==> config.mk <==
export PLATFORM = sky130hd
export DESIGN_NAME = hallCommutator
export DESIGN_NICKNAME = d
export VERILOG_FILES = /design/src/rtl/hallCommPkg.sv /design/src/rtl/hallStepDecoder.sv /design/src/rtl/commControl.sv /design/src/rtl/driveDatapath.sv /design/src/rtl/hallCommutator.sv
export SDC_FILE = /design/constraint.sdc
export NUM_CORES = 1
export LEC_CHECK = 0
export CAP_MARGIN = 10
export CORE_MARGIN = 2
export CORE_UTILIZATION = 45
export DETAILED_ROUTE_END_ITERATION = 8
export PLACE_DENSITY_LB_ADDON = 0.3
export SKIP_CTS_REPAIR_TIMING = 1
export SLEW_MARGIN = 20
export SYNTH_ARGS = -nofsm -noshare
export SYNTH_HDL_FRONTEND = slang
export SYNTH_HIERARCHICAL = 1
export SYNTH_SLANG_ARGS = --single-unit
==> constraint.sdc <==
create_clock -name clk -period 0.8 [get_ports clk]
set_input_delay 0.12 -clock clk [delete_from_list [all_inputs] [get_ports clk]]
set_output_delay 0.12 -clock clk [all_outputs]
set_load 0.01 [all_outputs]
==> src/rtl/hallCommPkg.sv <==
package hallCommPkg;
  localparam int NUM_PHASE = 3;
  localparam int HALL_W    = 3;
  localparam int NUM_STEP  = 2 * NUM_PHASE;
  localparam int STEP_W    = $clog2(NUM_STEP);
  localparam int PH_W      = $clog2(NUM_PHASE);

  typedef logic [NUM_PHASE-1:0] driveVec_t;

  typedef struct packed {
    logic topEn;       // one top drive may be on
    logic botAll;      // every bottom drive on (brake)
    logic botComm;     // bottom drive follows commutation step
    logic killBot;     // bottom drives forced off
    logic faultAssert; // fault output active
  } ctrlStrobe_t;
endpackage

==> src/rtl/hallStepDecoder.sv <==
module hallStepDecoder
  import hallCommPkg::*;
(
  input  logic [HALL_W-1:0] hallIn,
  input  logic              phase60,
  output logic [STEP_W-1:0] stepIdx,
  output logic              codeValid
);
  always_comb begin
    stepIdx   = '0;
    codeValid = 1'b1;
    if (phase60) begin
      unique case (hallIn)
        3'b100:  stepIdx = STEP_W'(0);
        3'b110:  stepIdx = STEP_W'(1);
        3'b111:  stepIdx = STEP_W'(2);
        3'b011:  stepIdx = STEP_W'(3);
        3'b001:  stepIdx = STEP_W'(4);
        3'b000:  stepIdx = STEP_W'(5);
        default: codeValid = 1'b0;
      endcase
    end else begin
      unique case (hallIn)
        3'b101:  stepIdx = STEP_W'(0);
        3'b100:  stepIdx = STEP_W'(1);
        3'b110:  stepIdx = STEP_W'(2);
        3'b010:  stepIdx = STEP_W'(3);
        3'b011:  stepIdx = STEP_W'(4);
        3'b001:  stepIdx = STEP_W'(5);
        default: codeValid = 1'b0;
      endcase
    end
  end
endmodule

==> src/rtl/commControl.sv <==
module commControl
  import hallCommPkg::*;
(
  input  logic        codeValid,
  input  logic        brakeReq,
  input  logic        enableIn,
  input  logic        extFault,
  output ctrlStrobe_t strobe
);
  always_comb begin
    strobe = '0;
    if (!enableIn) begin
      strobe.botAll      = brakeReq;
      strobe.faultAssert = 1'b1;
    end else if (brakeReq) begin
      strobe.botAll      = 1'b1;
      strobe.faultAssert = !codeValid;
    end else if (!codeValid) begin
      strobe.faultAssert = 1'b1;
    end else begin
      strobe.topEn   = 1'b1;
      strobe.botComm = 1'b1;
    end
    // external request overrides the bottom side and the flag
    if (extFault) begin
      strobe.killBot     = 1'b1;
      strobe.faultAssert = 1'b1;
    end
  end
endmodule

==> src/rtl/driveDatapath.sv <==
module driveDatapath
  import hallCommPkg::*;
(
  input  logic              clk,
  input  logic              rst_n,
  input  logic [STEP_W-1:0] stepIdx,
  input  logic              dirFwd,
  input  logic              pwmGate,
  input  ctrlStrobe_t       strobe,
  output driveVec_t         topDrv,
  output driveVec_t         botDrv,
  output logic              faultN
);
  logic [PH_W-1:0]   leadPh;
  logic [PH_W-1:0]   trailPh;
  logic [PH_W:0]     trailSum;
  logic [PH_W-1:0]   selTop;
  logic [PH_W-1:0]   selBot;
  driveVec_t         topNext;
  driveVec_t         botNext;

  always_comb begin
    leadPh   = PH_W'(stepIdx >> 1);
    trailSum = (PH_W+1)'(leadPh) + (PH_W+1)'(1) + (PH_W+1)'(stepIdx[0]);
    if (trailSum >= (PH_W+1)'(NUM_PHASE)) trailSum = trailSum - (PH_W+1)'(NUM_PHASE);
    trailPh  = PH_W'(trailSum);
    selTop   = dirFwd ? leadPh  : trailPh;
    selBot   = dirFwd ? trailPh : leadPh;
  end

  for (genvar g = 0; g < NUM_PHASE; g++) begin : g_phase
    always_comb begin
      topNext[g] = strobe.topEn && (selTop == PH_W'(g));
      if (strobe.killBot)      botNext[g] = 1'b0;
      else if (strobe.botAll)  botNext[g] = 1'b1;
      else                     botNext[g] = strobe.botComm && pwmGate && (selBot == PH_W'(g));
    end
  end

  always_ff @(posedge clk or negedge rst_n) begin
    if (!rst_n) begin
      topDrv <= '0;
      botDrv <= '0;
      faultN <= 1'b0;
    end else begin
      topDrv <= topNext;
      botDrv <= botNext;
      faultN <= !strobe.faultAssert;
    end
  end
endmodule

==> src/rtl/hallCommutator.sv <==
module hallCommutator
  import hallCommPkg::*;
(
  input  logic        clk,
  input  logic        rst_n,
  input  logic [2:0]  hallIn,
  input  logic        phase60,
  input  logic        dirFwd,
  input  logic        brakeReq,
  input  logic        enableIn,
  input  logic        extFault,
  input  logic        pwmGate,
  output logic [2:0]  topDrv,
  output logic [2:0]  botDrv,
  output logic        faultN
);
  logic [STEP_W-1:0] stepIdx;
  logic              codeValid;
  ctrlStrobe_t       strobe;

  hallStepDecoder u_dec (
    .hallIn(hallIn), .phase60(phase60), .stepIdx(stepIdx), .codeValid(codeValid)
  );

  commControl u_ctrl (
    .codeValid(codeValid), .brakeReq(brakeReq), .enableIn(enableIn),
    .extFault(extFault), .strobe(strobe)
  );

  driveDatapath u_dp (
    .clk(clk), .rst_n(rst_n), .stepIdx(stepIdx), .dirFwd(dirFwd),
    .pwmGate(pwmGate), .strobe(strobe), .topDrv(topDrv), .botDrv(botDrv),
    .faultN(faultN)
  );
endmodule

### Word level (Yosys, flattened, before mapping)

Cells that the tools add are included.
Widths: inputs -> output; s select.

| word-level totals | value |
|---|---|
| logic and storage cells | 56 |
| input bits | 11 |
| register bits | 7 |
| output and inout bits | 7 |

| operators by class | value |
|---|---|
| magnitude comparators | 1 |
| eq/ne operators | 11 |
| muxes and demuxes | 24 |
| reductions and logical operators | 14 |
| add/sub/neg operators | 3 |

Operator list:

| kind | count |
|---|---|
| $pmux 3 s5 | 2 |
| $mux 1 | 17 |
| $eq 3x3->1 const B | 4 |
| $reduce_or 6->1 | 2 |
| $mux 2 | 4 |
| $logic_and 1x1->1 | 7 |
| $eq 3x2->1 const B | 2 |
| $eq 2x1->1 const B | 2 |
| $eq 2x2->1 const B | 2 |
| $logic_not 2->1 | 2 |
| $add 2x1->3 const B | 1 |
| $add 3x1->3 | 1 |
| $eq 3x1->1 const B | 1 |
| $ge 3x2->1 const B | 1 |
| $logic_not 3->1 | 1 |
| $mux 3 | 1 |
| $logic_not 1->1 | 2 |
| $sub 2x2->2 const B | 1 |

### Depth between registers and ports, before layout

| logic depth | value |
|---|---|
| depth in word-level cells | 12 |
| mapped depth | 12 |

### Modules after synthesis

Netlist, hierarchy kept.

By module, submodules not included:

| module | cells an instance | sequential area each (µm²) | times used | area an instance (µm²) |
|---|---|---|---|---|
| driveDatapath | 46 | 175.2 | 1 | 456.7 |
| hallStepDecoder | 18 | 0.0 | 1 | 138.9 |
| commControl | 5 | 0.0 | 1 | 38.8 |

### Worst setup path before layout

OpenSTA, ideal clock, no wires.

| timing path | value |
|---|---|
| path type | input to register |
| start point | input phase60 |
| end point | register u_dp.botDrv[2] |
| slack | -1736 ps |
| required time | 708 ps |
| arrival | 2444 ps |
| cell stages on the path | 12 |
| buffers on the path | 1 |
| cell sequence | buf_6 xor2_1 o21ai_0 o21a_1 inv_1 ha_1 inv_1 fa_1 o21ba_4 nor3b_2 or4_4 o31ai_2 |

| between the ends | value |
|---|---|
| elaborated cells between the ends (all ways) | 16 |
| those cells by class | 3 x add/sub; 1 x order compare; 1 x eq/ne; 9 x mux; 2 x reduce/logical |

RTL lines:

| what | line | RTL |
|---|---|---|
| start: declaration | hallCommutator.sv:7 | `input logic phase60,` |
| $mux 3 * | hallStepDecoder.sv:12 | `if (phase60) begin` |
| named net stepIdx[0] | hallCommutator.sv:17 | `logic [STEP_W-1:0] stepIdx;` |
| $add 3x1->3 * | driveDatapath.sv:24 | `trailSum = (PH_W+1)'(leadPh) + (PH_W+1)'(1) + (PH_W+1)'(stepIdx[0]);` |
| $ge 3x2->1 / $sub 2x2->2 (equally long branches) | driveDatapath.sv:25 | `if (trailSum >= (PH_W+1)'(NUM_PHASE)) trailSum = trailSum - (PH_W+1)'(NUM_PHASE);` |
| $mux 2 * | driveDatapath.sv:25 |  |
| $mux 2 * | driveDatapath.sv:28 | `selBot = dirFwd ? trailPh : leadPh;` |
| $eq 2x2->1 * | driveDatapath.sv:36 | `else botNext[g] = strobe.botComm && pwmGate && (selBot == PH_W'(g));` |
| $logic_and 1x1->1 * | driveDatapath.sv:36 |  |
| $mux 1 * | driveDatapath.sv:35 | `else if (strobe.botAll) botNext[g] = 1'b1;` |
| $mux 1 * | driveDatapath.sv:34 | `if (strobe.killBot) botNext[g] = 1'b0;` |
| named net u_dp.botNext[2] | driveDatapath.sv:20 | `driveVec_t botNext;` |
| end signal: assignment | driveDatapath.sv:47 | `botDrv <= botNext;` |
| end: declaration | driveDatapath.sv:11 | `output driveVec_t botDrv,` |

Mark *: on every way through the listed nets, which the timed path passes. The rest lies on a longest branch.

### Worst setup path after layout

| timing path | value |
|---|---|
| start point | input hallIn[1] |
| end point | register u_dp.botDrv[2] |

| between the ends | value |
|---|---|
| elaborated cells between the ends (all ways) | 30 |
| those cells by class | 3 x add/sub; 1 x order compare; 8 x eq/ne; 13 x mux; 5 x reduce/logical |

RTL lines:

| what | line | RTL |
|---|---|---|
| start: declaration | hallCommutator.sv:6 | `input logic [2:0] hallIn,` |
| $eq 3x1->1, or another cell as far along | hallStepDecoder.sv:13, hallStepDecoder.sv:23 |  |
| $pmux 3 s5, on equally long branches | hallStepDecoder.sv:23, hallStepDecoder.sv:13 |  |
| $mux 3 * | hallStepDecoder.sv:12 |  |
| named net stepIdx[0] | hallCommutator.sv:17 |  |
| $add 3x1->3 * | driveDatapath.sv:24 |  |
| $ge 3x2->1 / $sub 2x2->2 (equally long branches) | driveDatapath.sv:25 |  |
| $mux 2 * | driveDatapath.sv:25 |  |
| $mux 2 * | driveDatapath.sv:28 |  |
| $eq 2x2->1 * | driveDatapath.sv:36 |  |
| $logic_and 1x1->1 * | driveDatapath.sv:36 |  |
| $mux 1 * | driveDatapath.sv:35 |  |
| $mux 1 * | driveDatapath.sv:34 |  |
| named net u_dp.botNext[2] | driveDatapath.sv:20 |  |

Marks and branches as above.

==> flow_summary_export.csv <==
group,metric,value,unit
synthesis,synth.top_cell.area_share,27.6,%
final_layout,final_cells,122,
detailed_routing,firstDrtPassIters,4,
floorplanning,rows,13,
floorplanning,initial_core_util,48.7,%
cts,cts.sinks,7,
worst_setup_path,path_buf_inv,3,
detailed_routing,viasPerCell,5.75,
cts,cts_buffer_depth,2,
worst_setup_path,startpoint_type,"primary input",
power,swShare,36.3,%
worst_setup_path,worstSetupPathDepth,12,
flow_run,maxCapViolCount,0,
final_layout,finalNetCount,123,
global_routing,overflow,0,
synthesis,synth_top_family_by_area,"simple AND/OR/NAND/NOR gates",
synthesis,async_flop_share,100,%
cts,cts-root-buf,"clkbuf_4",
sta,hold_slack,0.105,ns
sta,finalCritPeriodShare,274,%
synthesis,synth_fa_ha_area_share,9.07,%
synthesis,synth_cell_types,40,
power,power.leakage,0.509,nW
final_layout,nFillCells,68,
synthesis,synthXorXnorAreaFrac,5.33,%
synthesis,yosysWarnings,6,
final_layout,antenna_cells,0,
power,intPower,1.06,mW
synthesis,synthCells,69,
worst_setup_path,crit_top_cell,"inv_2",
synthesis,synth-simple-area-share,26.0,%
placement,post-place-ws,-2.06,ns
power,power.density,1500,mW/mm²
cts,cts_max_level,1,
sta,max_freq,456,MHz
placement,placed_area,986,µm²
power,ir_drop,0.806,mV
floorplanning,fp.dieArea,0.00173,mm²
worst_setup_path,cpPeakStageDelay,0.50,ns
sta,drv_slew,0,
cts,cts_inserted_buffers,3,
run_status,violations,"setup timing",
cts,cts_tree,"built",
final_layout,drive_above_1_share,58.9,%
run_status,status,"complete, but fails checks",
placement,dp_cells,116,
worst_setup_path,crit_end,"u_dp/botDrv[2]",
synthesis,ys_top_cells_by_area,"dfrtp_1 28%, ha_1 5.9%, inv_1 4.1%",
detailed_routing,vias,701,
synthesis,synth_fp_nets,84,
power,seqPwrFrac,23.1,%
detailed_routing,drt_iter0_drc,8,
sta,hold_viol,0,
global_routing,grt_max_degree,8,
min_path,hold_class,"primary input to asynchronous set/reset pin",
sta,rsz0062_at_grt,"yes",
synthesis,ys_ff_latch,7,
synthesis,synth_compound_area_share,18.3,%
worst_setup_path,path_max_fanout,3,
worst_setup_path,critPathTopFamily,"compound AO/OA/AOI/OAI gates",
detailed_routing,totalWireLength,2080,µm
detailed_routing,drcViolationCount,0,
worst_setup_path,crit_start,"hallIn[1]",
detailed_routing,routedWlPerCell,17.0,µm
placement,routabilityCongestion,0.714,
placement,place_hpwl,1360,µm
synthesis,postSynthAreaPerCell,9.19,µm²
final_layout,stdcell_area,0.00111,mm²
cts,path_clk_slew,0.06,ns
worst_setup_path,required,0.98,ns
placement,numPortBuffers,17,
synthesis,synthesis.area,634,µm²
worst_setup_path,path_class,"primary input to flop",
floorplanning,die_h,41.5,µm
synthesis,synth_sequential_area_ratio,27.6,%
floorplanning,core,0.00130,mm²
power,clkPwrFrac,21.0,%
worst_setup_path,worst_setup_path_end_kind,"flop",
power,p_total,1.66,mW
worst_setup_path,slowest_stage,"or4_4",
sta,worst_pin_slew,0.326,ns
sta,setup_slack,-1.39,ns
sta,relSlewSlack,78.2,%
global_routing,track_usage,20.5,%
synthesis,synth_edf_count,0,
sta,setup_viol,14,
final_layout,area_delta_synth_final,75.1,%
sta,period_minus_slack,2.19,ns
global_routing,antenna_found_initial,0,
power,p_sw,605,µW
synthesis,synth_mux_area_share,3.35,%
detailed_routing,ant_nets,0,
worst_setup_path,worstPathCellList,"clkbuf_2 -> xor2_1 -> o21ai_1 -> o21a_1 -> inv_2 -> ha_4 -> inv_2 -> fa_2 -> o21ba_4 -> nor3b_4 -> or4_4 -> o31ai_4",
power,combPwrFrac,55.8,%
synthesis,synth_largest_area_cell,"dfrtp_1",
synthesis,ys.flop_type,"dfrtp_1",
floorplanning,fp.dieW,41.5,µm
floorplanning,num_io_pins,18,
global_routing,grt_pass1_vias,655,
worst_setup_path,arrival,2.37,ns
global_routing,grt_pass1_wl,2710,µm
-- Yosys cell counts, drive strengths merged, types with 2 or more instances --
master  instances
nand2           4
buf             5
nor2b           2
nor3b           4
o21ai           3
nor2            5
ha              3
nor3            2
nand3b          2
xnor2           2
and2            2
o21ba           2
inv             7
dfrtp           7
-- layout make-up --
cell class | count | area, µm² | area share [%]
sequential | 7 | 175 | 15.8
multi-input combinational | 50 | 534 | 48.1
timing repair buffer | 39 | 318 | 28.6
clock buffer | 4 | 26.3 | 2.36
tap | 15 | 18.8 | 1.69
inverter | 7 | 38.8 | 3.49
-- sequential cells by signal, indices dropped and copies added (netlist names) --
name	count
u_dp/topDrv	3
u_dp/botDrv	3
u_dp/faultN	1
-- how the worst min path moves through the flow --
stage,from,end
after floorplan,rst_n,u_dp/botDrv[0]
after global placement,rst_n,u_dp/topDrv[0]
after detailed placement,rst_n,u_dp/topDrv[2]
after CTS,rst_n,u_dp/botDrv[1]
after global routing,rst_n,u_dp/botDrv[1]
final,rst_n,u_dp/botDrv[1]
-- logic make-up after synthesis --
group | Yosys count
simple gates | 27
compound gates | 14
buf+inv | 12
flops | 7
fa+ha+maj | 4
xor+xnor | 3
mux | 2
-- per-layer routing --
layer / vias up / track usage (%) / wire (µm)
li1: 316 / - / -
met1: 348 / 20.9 / 817
met2: 30 / 36.9 / 1130
met3: 7 / 4.78 / 85
met4: 0 / 12.9 / 40
met5: - / 0 / 0
-- cells in the final DEF (no fill, tap or decap), types with 2 or more instances in the layout --
master,count
buf_6,2
nor3b_2,2
inv_1,4
nand2_1,3
clkbuf_2,8
nor2_1,5
clkdlybuf4s50_1,6
dfrtp_1,7
ha_4,2
nand3b_1,2
clkbuf_4,3
buf_8,3
buf_4,20
inv_2,2
-- power groups by stage --
stage                     Combinational, mW  Sequential (mW)  Clock (mW)
after floorplan                       0.416            0.403           0
after detailed placement              0.740            0.391           0
final                                 0.929            0.385       0.350
after global routing                  0.985            0.387       0.358
after CTS                             0.743            0.385       0.345
after global placement                0.698            0.389           0
-- stage by stage --
stage               utilization, %  setup TNS [ns]
finish                        85.4           -8.49
CTS                           77.8          -13.88
floorplan                        -           -8.10
global route                  85.4           -8.94
detailed placement            75.8          -13.79
global placement              75.8          -13.28
No activity file was read; power rests on OpenSTA's default activity.
